$ cat config.mk
export PLATFORM = sky130hd
export DESIGN_NAME = zloop_ctrl
export DESIGN_NICKNAME = d
export VERILOG_FILES = /design/src/rtl/zl_pkg.sv /design/src/rtl/zl_eval.sv /design/src/rtl/zl_regs.sv /design/src/rtl/zloop_ctrl.sv
export SDC_FILE = /design/constraint.sdc
export NUM_CORES = 1
export LEC_CHECK = 0
export ABC_AREA = 1
export BUFFER_PORTS_ARGS = -buffer_cell sky130_fd_sc_hd__buf_2
export CAP_MARGIN = 20
export CORE_ASPECT_RATIO = 1.2
export CORE_MARGIN = 1
export CORE_UTILIZATION = 40
export CTS_BUF_LIST = sky130_fd_sc_hd__clkbuf_4
export CTS_CLUSTER_SIZE = 16
export DETAILED_ROUTE_END_ITERATION = 10
export GPL_ROUTABILITY_DRIVEN = 0
export PLACE_DENSITY = 0.7
export SYNTH_ARGS = -nofsm -noshare
export SYNTH_HDL_FRONTEND = slang
export SYNTH_HIERARCHICAL = 1
export SYNTH_SLANG_ARGS = --single-unit
$ cat constraint.sdc
create_clock -name clk -period 3.05 [get_ports clk]
set_input_delay 0.7625 -clock clk [delete_from_list [all_inputs] [get_ports clk]]
set_output_delay 0.7625 -clock clk [all_outputs]
set_load 0.02 [all_outputs]
$ cat src/rtl/zl_pkg.sv
package zl_pkg;
    localparam int NLVL = 2;

    typedef enum logic [1:0] {
        RSEL_START0 = 2'd0,
        RSEL_COUNT0 = 2'd1,
        RSEL_START1 = 2'd2,
        RSEL_COUNT1 = 2'd3
    } rsel_e;
endpackage

$ cat src/rtl/zl_eval.sv
// Per-level loop-end decision: purely combinational.
module zl_eval #(
    parameter int CW = 16
) (
    input  logic          valid,
    input  logic          marker,
    input  logic          enable,
    input  logic [CW-1:0] cnt,
    output logic          loop_back,
    output logic          expire
);
    logic hit;
    logic more;

    always_comb begin
        hit       = valid && marker && enable;
        more      = cnt > CW'(1);
        loop_back = hit && more;
        expire    = hit && !more;
    end
endmodule

$ cat src/rtl/zl_regs.sv
// Loop context storage with setup, register port and loop-end updates.
module zl_regs
    import zl_pkg::*;
#(
    parameter int AW = 32,
    parameter int CW = 16
) (
    input  logic                      clk,
    input  logic                      rst_n,
    input  logic                      setup_valid,
    input  logic                      setup_lvl,
    input  logic [AW-1:0]             setup_start,
    input  logic [CW-1:0]             setup_count,
    input  logic                      reg_we,
    input  logic [1:0]                reg_addr,
    input  logic [AW-1:0]             reg_wdata,
    input  logic [NLVL-1:0]           loop_back,
    input  logic [NLVL-1:0]           expire,
    output logic [NLVL-1:0][AW-1:0]   start_o,
    output logic [NLVL-1:0][CW-1:0]   cnt_o,
    output logic [AW-1:0]             reg_rdata
);
    typedef struct packed {
        logic [NLVL-1:0][AW-1:0] start;
        logic [NLVL-1:0][CW-1:0] cnt;
    } state_t;

    state_t st_d, st_q;
    rsel_e  rsel;

    always_comb begin
        st_d = st_q;
        rsel = rsel_e'(reg_addr);
        for (int l = 0; l < NLVL; l++) begin
            logic setup_hit, wr_lvl, wr_start, wr_cnt;
            setup_hit = setup_valid && (int'(setup_lvl) == l);
            wr_lvl    = reg_we && (int'(reg_addr[1]) == l);
            wr_start  = wr_lvl && !reg_addr[0];
            wr_cnt    = wr_lvl && reg_addr[0];

            if (setup_hit)
                st_d.start[l] = setup_start;
            else if (wr_start)
                st_d.start[l] = reg_wdata;

            if (setup_hit)
                st_d.cnt[l] = setup_count;
            else if (wr_cnt)
                st_d.cnt[l] = reg_wdata[CW-1:0];
            else if (loop_back[l])
                st_d.cnt[l] = st_q.cnt[l] - CW'(1);
            else if (expire[l])
                st_d.cnt[l] = '0;
        end

        unique case (rsel)
            RSEL_START0: reg_rdata = st_q.start[0];
            RSEL_COUNT0: reg_rdata = AW'(st_q.cnt[0]);
            RSEL_START1: reg_rdata = st_q.start[1];
            default:     reg_rdata = AW'(st_q.cnt[1]);
        endcase
    end

    always_ff @(posedge clk or negedge rst_n) begin
        if (!rst_n)
            st_q <= '0;
        else
            st_q <= st_d;
    end

    assign start_o = st_q.start;
    assign cnt_o   = st_q.cnt;
endmodule

$ cat src/rtl/zloop_ctrl.sv
module zloop_ctrl
    import zl_pkg::*;
#(
    parameter int AW = 32,
    parameter int CW = 16
) (
    input  logic          clk,
    input  logic          rst_n,
    input  logic          fetch_valid,
    input  logic [AW-1:0] seq_addr,
    input  logic          end_l0,
    input  logic          end_l1,
    input  logic          setup_valid,
    input  logic          setup_lvl,
    input  logic [AW-1:0] setup_start,
    input  logic [CW-1:0] setup_count,
    input  logic          reg_we,
    input  logic [1:0]    reg_addr,
    input  logic [AW-1:0] reg_wdata,
    output logic [AW-1:0] reg_rdata,
    output logic          redirect,
    output logic [AW-1:0] next_addr
);
    logic [NLVL-1:0][AW-1:0] start_q;
    logic [NLVL-1:0][CW-1:0] cnt_q;
    logic [NLVL-1:0]         loop_back;
    logic [NLVL-1:0]         expire;
    logic [NLVL-1:0]         marks;
    logic [NLVL-1:0]         lvl_en;

    assign marks  = {end_l1, end_l0};
    // The outer level is only considered once the inner one does not loop back.
    assign lvl_en = {~loop_back[0], 1'b1};

    for (genvar g = 0; g < NLVL; g++) begin : g_lvl
        zl_eval #(.CW(CW)) u_eval (
            .valid     (fetch_valid),
            .marker    (marks[g]),
            .enable    (lvl_en[g]),
            .cnt       (cnt_q[g]),
            .loop_back (loop_back[g]),
            .expire    (expire[g])
        );
    end

    zl_regs #(.AW(AW), .CW(CW)) u_regs (
        .clk         (clk),
        .rst_n       (rst_n),
        .setup_valid (setup_valid),
        .setup_lvl   (setup_lvl),
        .setup_start (setup_start),
        .setup_count (setup_count),
        .reg_we      (reg_we),
        .reg_addr    (reg_addr),
        .reg_wdata   (reg_wdata),
        .loop_back   (loop_back),
        .expire      (expire),
        .start_o     (start_q),
        .cnt_o       (cnt_q),
        .reg_rdata   (reg_rdata)
    );

    always_comb begin
        redirect = |loop_back;
        if (loop_back[0])
            next_addr = start_q[0];
        else if (loop_back[1])
            next_addr = start_q[1];
        else
            next_addr = seq_addr;
    end
endmodule

# Word level (Yosys, flattened, before mapping)
# Cells that the tools add are included.
[classes] div=0 n_reduce_logical=24 n_lt_le_gt_ge=2 shift=0 n_mux=15 multipliers=0 addsub=2 eq_ne=2 bitwise=3
[op_table] op="32-bit two-way mux" n=6
[op_table] op="16-bit two-way mux" n=8
[op_table] op="32-bit one-hot mux with 3 select lines" n=1
[op_table] op="16-bit by 1-bit > comparator with 1-bit output (second input constant)" n=2
[op_table] op="16-bit by 1-bit subtractor with 16-bit output (second input constant)" n=2
[op_table] op="1-bit logical AND" n=15
[op_table] op="4-bit nonzero test" n=2
[op_table] op="2-bit nonzero test" n=2
[op_table] op="1-bit logical NOT" n=3
[op_table] op="1-bit inverter" n=3
[op_table] op="2-bit by 1-bit == test with 1-bit output (second input constant)" n=1
[op_table] op="2-bit == test (second input constant)" n=1
[op_table] op="2-bit logical NOT" n=1
[op_table] op="2-bit OR reduction" n=1
[totals] ff_bits=96 memories=0 in_bits=122 wordCells=52 out_inout_bits=65 latch_bits=0 mem_bits_ro=0 ram_bits=0

# Longest topological paths before layout
# Gate-level depths: netlist (run 1).
[logic_depth] ltp_word=9 ltp_mapped=15 mapped_depth_nobuf=13

# By module
# The synthesis (run 1) kept the hierarchy.
[by_module_without_submodules] mod="zl_regs" seq_area_each_um2=2402.3 area_per_inst_um2=5967.0 instances=1 cells_per_inst=853
[by_module_without_submodules] mod="zloop_ctrl" seq_area_each_um2=0.0 area_per_inst_um2=1017.2 instances=1 cells_per_inst=242
[by_module_without_submodules] mod="zl_eval" seq_area_each_um2=0.0 area_per_inst_um2=70.1 instances=2 cells_per_inst=18

# Least setup slack after synthesis (run 1)
# No wires, ideal clock.
[synth_path] path_type="input to output" from="input fetch_valid" to="output next_addr[10]" path_buffers=4 cell_stages=12 path_slack_ns=0.060 arrival_time_ns=2.228 t_required_ns=2.288 cell_sequence="nand3_1 -> a21oi_1 -> buf_6 -> inv_4 -> buf_4 -> nand3_1 -> a21oi_1 -> buf_6 -> buf_4 -> nand2_1 -> nand3_1 -> nand2_1"
[synth_via] elab_chain_cells=7 word_cells_on_any_way=8 cone_classes="2 x mux; 1 x bitwise; 5 x reduce/logical"
[synth_rtl] item="start: declaration" line="zloop_ctrl.sv:9" rtl="input logic fetch_valid,"
[synth_rtl] item="1-bit logical AND" line="zl_eval.sv:16" rtl="hit = valid && marker && enable;"
[synth_rtl] item="1-bit logical AND" line="zl_eval.sv:18" rtl="loop_back = hit && more;"
[synth_rtl] item="via loop_back[0]" line="zloop_ctrl.sv:26" rtl="logic [NLVL-1:0] loop_back;"
[synth_rtl] item="1-bit inverter" line="zloop_ctrl.sv:33" rtl="assign lvl_en = {~loop_back[0], 1'b1};"
[synth_rtl] item="via lvl_en[1]" line="zloop_ctrl.sv:29" rtl="logic [NLVL-1:0] lvl_en;"
[synth_rtl] item="1-bit logical AND" line="zl_eval.sv:16"
[synth_rtl] item="1-bit logical AND" line="zl_eval.sv:18"
[synth_rtl] item="via loop_back[1]" line="zloop_ctrl.sv:26"
[synth_rtl] item="32-bit two-way mux" line="zloop_ctrl.sv:67" rtl="else if (loop_back[1])"
[synth_rtl] item="32-bit two-way mux" line="zloop_ctrl.sv:65" rtl="if (loop_back[0])"
[synth_rtl] item="end: declaration" line="zloop_ctrl.sv:22" rtl="output logic [AW-1:0] next_addr"
# The timed path passes the listed nets, and every way through them passes these cells.

# Worst setup path in the final report (run 1)
[layout_path] from="register u_regs.st_q, in the netlist u_regs/cnt_o[9]" to="output next_addr[3]"
[layout_via] elab_chain_cells=7
[layout_rtl] item="start: declaration" line="zl_regs.sv:28" rtl="state_t st_d, st_q;"
[layout_rtl] item="start signal: assignment" line="zl_regs.sv:68" rtl="st_q <= st_d;"
[layout_rtl] item="16-bit by 1-bit > comparator with 1-bit output" line="zl_eval.sv:17" rtl="more = cnt > CW'(1);"
[layout_rtl] item="1-bit logical AND" line="zl_eval.sv:18"
[layout_rtl] item="via loop_back[0]" line="zloop_ctrl.sv:26"
[layout_rtl] item="1-bit inverter" line="zloop_ctrl.sv:33"
[layout_rtl] item="1-bit logical AND" line="zl_eval.sv:16"
[layout_rtl] item="1-bit logical AND" line="zl_eval.sv:18"
[layout_rtl] item="via loop_back[1]" line="zloop_ctrl.sv:26"
[layout_rtl] item="32-bit two-way mux" line="zloop_ctrl.sv:67"
[layout_rtl] item="32-bit two-way mux" line="zloop_ctrl.sv:65"
# The timed path passes the listed nets, and every way through them passes these cells.

==> results of run 1 <==
[power breakdown]
group	total, mW	leakage, nW	internal, mW	switching [mW]
logic	1.69	3.61	0.630	1.06
clock network	0.758	0.0769	0.257	0.501
registers	1.65	1.16	1.47	0.180
[placed cells by master (no fill, tap or decap), drive strengths merged, types with 2 or more instances in the layout]
cell	synthesis	routed
nand4	12	12
clkinv	3	6
buf	38	246
o2111ai	2	2
dfrtp	96	96
inv	194	196
nand2	319	319
a221oi	8	8
a31oi	19	19
o311ai	4	4
a21oi	29	29
ha	2	2
o211ai	42	42
o21ai	71	71
nor2	126	126
clkbuf	20	9
nand3	107	107
o22ai	36	36
[metal layers]
metal | global-route usage, % | vias to the layer above | part of all wire (%)
met2 | 48.9 | 534 | 46
li1 | - | 4049 | -
met5 | 0 | - | 0
met4 | 18.8 | 0 | 6.3
met3 | 5.87 | 101 | 9.6
met1 | 37.5 | 3962 | 39
[path summary, 6_finish.rpt]
path	startpoint	cells past startpoint	slack, ns	to
min in group clk	setup_start[5]	3	0.48	u_regs/start_o[5]
setup reg to reg	u_regs/cnt_o[5]	11	0.80	u_regs/cnt_o[11]
setup / recovery	u_regs/cnt_o[9]	14	-0.12	next_addr[3]
hold / removal	rst_n	1	0.15	u_regs/start_o[16]
hold reg to reg	u_regs/cnt_o[18]	2	0.55	u_regs/cnt_o[18]
max in group asynchronous	rst_n	2	2.24	u_regs/start_o[4]
[synthesized netlist by cell type]
cell type,instances,area (µm²)
nor2_2,2,12.5
o311ai_0,4,35.0
buf_1,2,7.51
nand2_1,318,1190
o221ai_1,1,8.76
inv_1,187,702
ha_1,2,25.0
a31oi_1,19,119
buf_2,21,105
nand2_2,1,6.26
o21bai_1,1,7.51
clkbuf_2,1,5.00
o21ai_4,1,16.3
conb_1,1,3.75
inv_4,2,12.5
dfrtp_1,96,2400
clkbuf_1,19,71.3
nor2_4,4,45.0
buf_6,5,56.3
clkinv_1,3,11.3
o21ai_0,69,345
nand4_1,12,75.1
nand3_1,107,536
o2111ai_1,2,17.5
o21ai_1,1,5.00
a21oi_1,29,145
inv_2,5,18.8
a221oi_1,8,70.1
buf_4,10,75.1
o22ai_1,36,225
nor2_1,120,450
o211ai_1,42,315
[final cells by class]
class | instances | area, µm² | share of cell area (%)
Antenna cell | 1 | 2.50 | 0.0270
Clock buffer | 9 | 67.6 | 0.730
Clock inverter | 7 | 77.6 | 0.839
Inverter | 197 | 758 | 8.20
Multi-Input combinational cell | 780 | 3910 | 42.3
Sequential cell | 96 | 2400 | 26.0
Tap cell | 220 | 275 | 2.98
Timing Repair Buffer | 246 | 1760 | 19.0
[worst max-delay path, cell delays in order, from the launching register on]
cell,delay (ns)
dfrtp_1,0.41
nor2_1,0.11
nand2_1,0.11
nor2_4,0.18
a21oi_4,0.08
inv_4,0.06
nand3_4,0.07
a21oi_4,0.14
buf_12,0.14
buf_6,0.11
buf_16,0.12
nand2_2,0.07
nand3_1,0.07
nand2_1,0.08
buf_6,0.14
[through the flow]
stage	setup TNS (ns)	instance area (µm²)	power [mW]	setup slack (ns)	hold slack, ns
after floorplan	0	7120	2.53	0.0597	0.467
after global placement	-0.00416	8360	3.08	-0.00416	0.508
after detailed placement	-0.0124	8360	3.10	-0.0124	0.516
after CTS	-3.32	9130	4.03	-0.124	0.149
after global routing	-7.69	9250	4.33	-0.260	0.150
final	-2.90	9250	4.10	-0.118	0.146
[kinds of logic (layout without fill, tap and decap cells)]
logic type | count (synthesis) | after routing | synth area share (%)
buffers and inverters | 255 | 459 | 14.9
other | 1 | 2 | 0.0526
AOI/OAI and AO/OA | 213 | 213 | 18.4
and+or+nand+nor | 564 | 564 | 32.5
DFF | 96 | 96 | 33.7
adders and majority gates | 2 | 2 | 0.351
[sequential cells by signal, summed over array words and instances, names as in the netlist]
name	cells
u_regs/cnt_o	32
u_regs/start_o	64
[timing repair]
item	CTS	global route
setup buffers	17	5
endpoints found under the setup margin	33	33
pin swaps	44	29
resized for setup	114	30
gates cloned	3	0
==> key figures, run 1 <==
Timing
  • RSZ-0062 raised after global routing: true
  • Final count of hold timing violations: 0
  • Final period util: 104%
  • Slew Limit Fails: 0
  • Max-slew headroom: 57.5%
  • Fmax: approximately 320 MHz
  • Worst slew pin tran: 0.635 ns
  • Clk_skew: approximately 0.021 ns
  • Tmin final: 3.17 ns
  • Final setup fails: 32
  • Fin worst setup slack: -0.118 ns

Synth
  • Syn Area/Cell: 6.30 µm²
  • Distinct cells, synth: 32
  • Syn nets: between 1000 and 1500
  • Synth warnings: 6
  • Seq/Total Area, Yosys: between 30% and 40%
  • Synthesized instance count: about 1100
  • Post-synthesis cell area: roughly 0.007 mm²
  • #FFs+latches synth: 96

GRT
  • GRT overflow: 0
  • Total global-route track usage: a little under a third
  • Vias in the first global route: between 7000 and 8000
  • Initial antenna violation count: 1
  • Pin count of the biggest net entering global routing: 41
  • First-pass GRT wire length: 42.1 mm

CTS
  • Maximum clock path buffer count: 2
  • Hold buffers post-CTS: 0
  • Htree depth: 3
  • Clk slew on worst S/H paths: 0.17 ns
  • CTS sink cnt: 96
  • Root Driver: clkbuf_4
  • CTS buffer count: 9
  • Clock latency on the worst-skew pair: 0.52 ns
  • CTS tree: done

Place
  • Post-DP HPWL: around 21 mm
  • Port bufs: 186
  • Cells after DPL: roughly 1500

Cells and area
  • P&R area growth vs syn: 29.9%
  • Layout cells sized above 1: around 25%
  • Fin nets: ~1500
  • Finished Layout Cells: between 1500 and 2000
  • # fillers: about 1800
  • Util after Layout: between 50% and 60%

Critical path
  • Critical Path RT: between 2 and 2.5 ns
  • Crit path DAT: around 2.4 ns
  • Kind of critical path: flip-flop to output pin
  • Worst Path Max Fanout: 7
  • Critical path launch point type: flip-flop
  • CP endpoint kind: output pin

Pwr
  • Leakage: between 4 and 5 nW
  • VDD IR max: 193 µV
  • PwrDens: between 400 and 500 mW/mm²

Floorplanning
  • Initial Util: between 40% and 50%
  • FP Rows: 53
  • Die ar.: ~0.018 mm²
  • Top Ports: roughly 190
  • Height of the die: roughly 150 µm
  • CORE AREA: approximately 0.018 mm²
  • Die width: about 120 µm

Drt
  • DRT Wirelength: 28.0 mm
  • Vias post-DR: 8646
  • First drt pass iteration count: 6
  • # DRC: 0
  • Routed Antenna Nets: 0
  • Mean routed wirelength per cell: between 15 and 20 µm
  • Iter 0 DRT Violations: ~1000
  • Vias per Instance: between 5 and 6

Run status
  • Run status: complete, but fails checks
  • Failing checks: setup timing

Worst hold path
  • Hold crit path type: input port to asynchronous set/reset pin

Run
  • Max Cap Violations: 0
(Power assumes the default switching activity.)
==> inputs of run 2 (changes only) <==
==> constraint.sdc (replaced) <==
create_clock -name clk -period 3.05 [get_ports clk]
set_input_delay 0.7625 -clock clk [delete_from_list [all_inputs] [get_ports clk]]
set_output_delay 0.7625 -clock clk [all_outputs]
set_load 0.1 [all_outputs]
==> key figures, run 2 (synthesis results as in run 1) <==
Drt
  • Vias post-DR: 8760 (was 8646)
  • Mean routed wirelength per cell: 17.9 µm (was 18.0 µm)
  • DRT Wirelength: 27.7 mm (was 28.0 mm)
  • Routed Antenna Nets: 0 (unchanged)
  • # DRC: 0 (unchanged)
  • Iter 0 DRT Violations: 1238 (was 984)
  • First drt pass iteration count: 6 (unchanged)
  • Vias per Instance: 5.64 (was 5.56)

Cells and area
  • Largest register FFs: 64 (unchanged)
  • Final instance area: 0.0103 mm² (was 0.00925 mm²)
  • Commonest cells after routing, fill and taps aside: 270 x nand2_1, 187 x inv_1, 120 x buf_2 (was 274 x nand2_1, 187 x inv_1, 152 x buf_2)
  • P&R area growth vs syn: 44.5% (was 29.9%)
  • Layout cells sized above 1: 27.8% (was 25.3%)
  • Commonest non-fill, non-tap cell in the layout: nand2_1 (unchanged)
  • Fin nets: 1451 (was 1454)
  • Finished Layout Cells: 1552 (was 1556)

Critical path
  • Critical Path RT: 2.29 ns (about the same)
  • FF-to-FF path depth: 16 (was 11)
  • Crit path DAT: 2.45 ns (was 2.41 ns)
  • Kind of critical path: flip-flop to output pin (unchanged)
  • CP endpoint kind: output pin (unchanged)
  • Worst Path Max Fanout: 33 (was 7)
  • Critical path launch point type: flip-flop (unchanged)

Timing
  • Slew Limit Fails: 0 (unchanged)
  • Fin worst setup slack: -0.160 ns (was -0.118 ns)
  • Tmin final: 3.21 ns (was 3.17 ns)
  • Setup TNS: -4.36 ns (was -2.90 ns)
  • Final period util: 105% (was 104%)
  • Worst slew pin tran: 0.696 ns (was 0.635 ns)
  • Max-slew headroom: 53.5% (was 57.5%)
  • Final setup fails: 32 (unchanged)
  • Fmax: 312 MHz (was 316 MHz)
  • RSZ-0062 raised after global routing: true (unchanged)
  • Clk_skew: 0.0294 ns (was 0.0215 ns)
  • Final count of hold timing violations: 0 (unchanged)

CTS
  • Clk slew on worst S/H paths: 0.16 ns (was 0.17 ns)
  • CTS sink cnt: 96 (unchanged)
  • CTS buffer count: 9 (unchanged)
  • CTS tree: done (unchanged)
  • Hold buffers post-CTS: 0 (unchanged)
  • Maximum clock path buffer count: 2 (unchanged)
  • Htree depth: 3 (unchanged)
  • Root Driver: clkbuf_4 (unchanged)
  • Clock latency on the worst-skew pair: 0.48 ns (was 0.52 ns)

GRT
  • Initial antenna violation count: 1 (unchanged)
  • Vias in the first global route: 8297 (was 7991)
  • Pin count of the biggest net entering global routing: 52 (was 41)
  • Total global-route track usage: 30.5% (was 30.6%)
  • First-pass GRT wire length: 43.0 mm (was 42.1 mm)
  • GRT overflow: 0 (unchanged)

Floorplanning
  • Top Ports: 187 (unchanged)
  • Die ar.: 0.0184 mm² (unchanged)
  • FP Rows: 53 (unchanged)
  • Die width: 124 µm (unchanged)
  • CORE AREA: 0.0175 mm² (unchanged)
  • Height of the die: 148 µm (unchanged)
  • Initial Util: 40.7% (unchanged)

Place
  • Placed instance area: 0.00982 mm² (was 0.00836 mm²)
  • Port bufs: 186 (unchanged)
  • Cells after DPL: 1524 (was 1514)
  • Post-place setup slack: 0.0453 ns (was -0.0124 ns)
  • Post-DP HPWL: 20.3 mm (was 20.6 mm)

Pwr
  • PwrDens: 493 mW/mm² (was 443 mW/mm²)
  • Leakage: 5.10 nW (was 4.84 nW)
  • VDD IR max: 435 µV (was 193 µV)

Run
  • Max Cap Violations: 0 (unchanged)

Run status
  • Run status: complete, but fails checks (unchanged)
  • Failing checks: setup timing (unchanged)

Worst hold path
  • Hold crit path type: input port to asynchronous set/reset pin (unchanged)
## run 2: cell count changes in the layout (fill, tap and decap cells not counted), sizes merged
cell,previous run,this run
buf,246,242
bufinv,1,0
clkbuf,9,10
clkinv,6,8
inv,196,194
## run 2: final timing paths
kind / startpoint / to / slack (ns)
max: u_regs/cnt_o[8] / next_addr[10] / -0.16
min: rst_n / u_regs/start_o[50] / 0.21
max reg2reg: u_regs/cnt_o[8] / u_regs/cnt_o[26] / 0.53
min reg2reg: u_regs/start_o[3] / u_regs/start_o[3] / 0.54
max in group asynchronous: rst_n / u_regs/cnt_o[18] / 2.17
min in group clk: setup_start[5] / u_regs/start_o[5] / 0.51
## run 2: critical path, stage by stage (launching register included)
cell and delay, ns:
dfrtp_1 0.41, nor2_1 0.11, nand2_1 0.10, nor2_4 0.15, buf_6 0.12, a21oi_4 0.05
inv_4 0.06, nand3_4 0.08, a21oi_4 0.14, buf_12 0.19, inv_16 0.08, nand2_2 0.08
nand3_2 0.09, nand2_4 0.10, buf_12 0.17
## run 2: routing by layer
| metal | global-route usage [%] | part of all wire (%) | routed length (µm) | vias to the layer above |
|---|---|---|---|---|
| met1 | 38.3 | 38 | 10500 | 4025 |
| met4 | 13.7 | 4.0 | 1110 | 0 |
| met3 | 5.56 | 10 | 2910 | 100 |
| met2 | 50.6 | 48 | 13300 | 583 |
| met5 | 0 | 0 | 0 | - |
| li1 | - | - | - | 4052 |
## run 2: what timing repair did
item | CTS | global route
cloned | 1 | 1
buffers inserted | 6 | 4
resized for setup | 31 | 26
setup endpoints to repair | 33 | 33
pin swaps | 3 | 2
## run 2: through the flow
stage	total power [mW]	util [%]	hold slack [ns]
6_report	5.07	58.8	0.210
5_1_grt	5.31	58.8	0.228
4_1_cts	5.02	57.9	0.212
3_5_place_dp	4.36	56.1	0.502
3_3_place_gp	4.33	56.1	0.496
2_1_floorplan	3.36	-	0.467
## run 2: where the power goes
part           total [mW]  switching, mW  internal (mW)  leakage [nW]
clock network       0.620          0.461          0.160        0.0568
logic                2.82           1.87          0.950          3.89
registers            1.63          0.162           1.47          1.16
total                5.07           2.49           2.58          5.10
## run 2: final cells by class
type	count	area (µm²)
Fill cell	1589	7210
Clock buffer	9	67.6
Multi-Input combinational cell	780	4280
Clock inverter	6	37.5
Tap cell	220	275
Antenna cell	1	2.50
Timing Repair Buffer	243	2470
Inverter	197	758
Sequential cell	96	2400
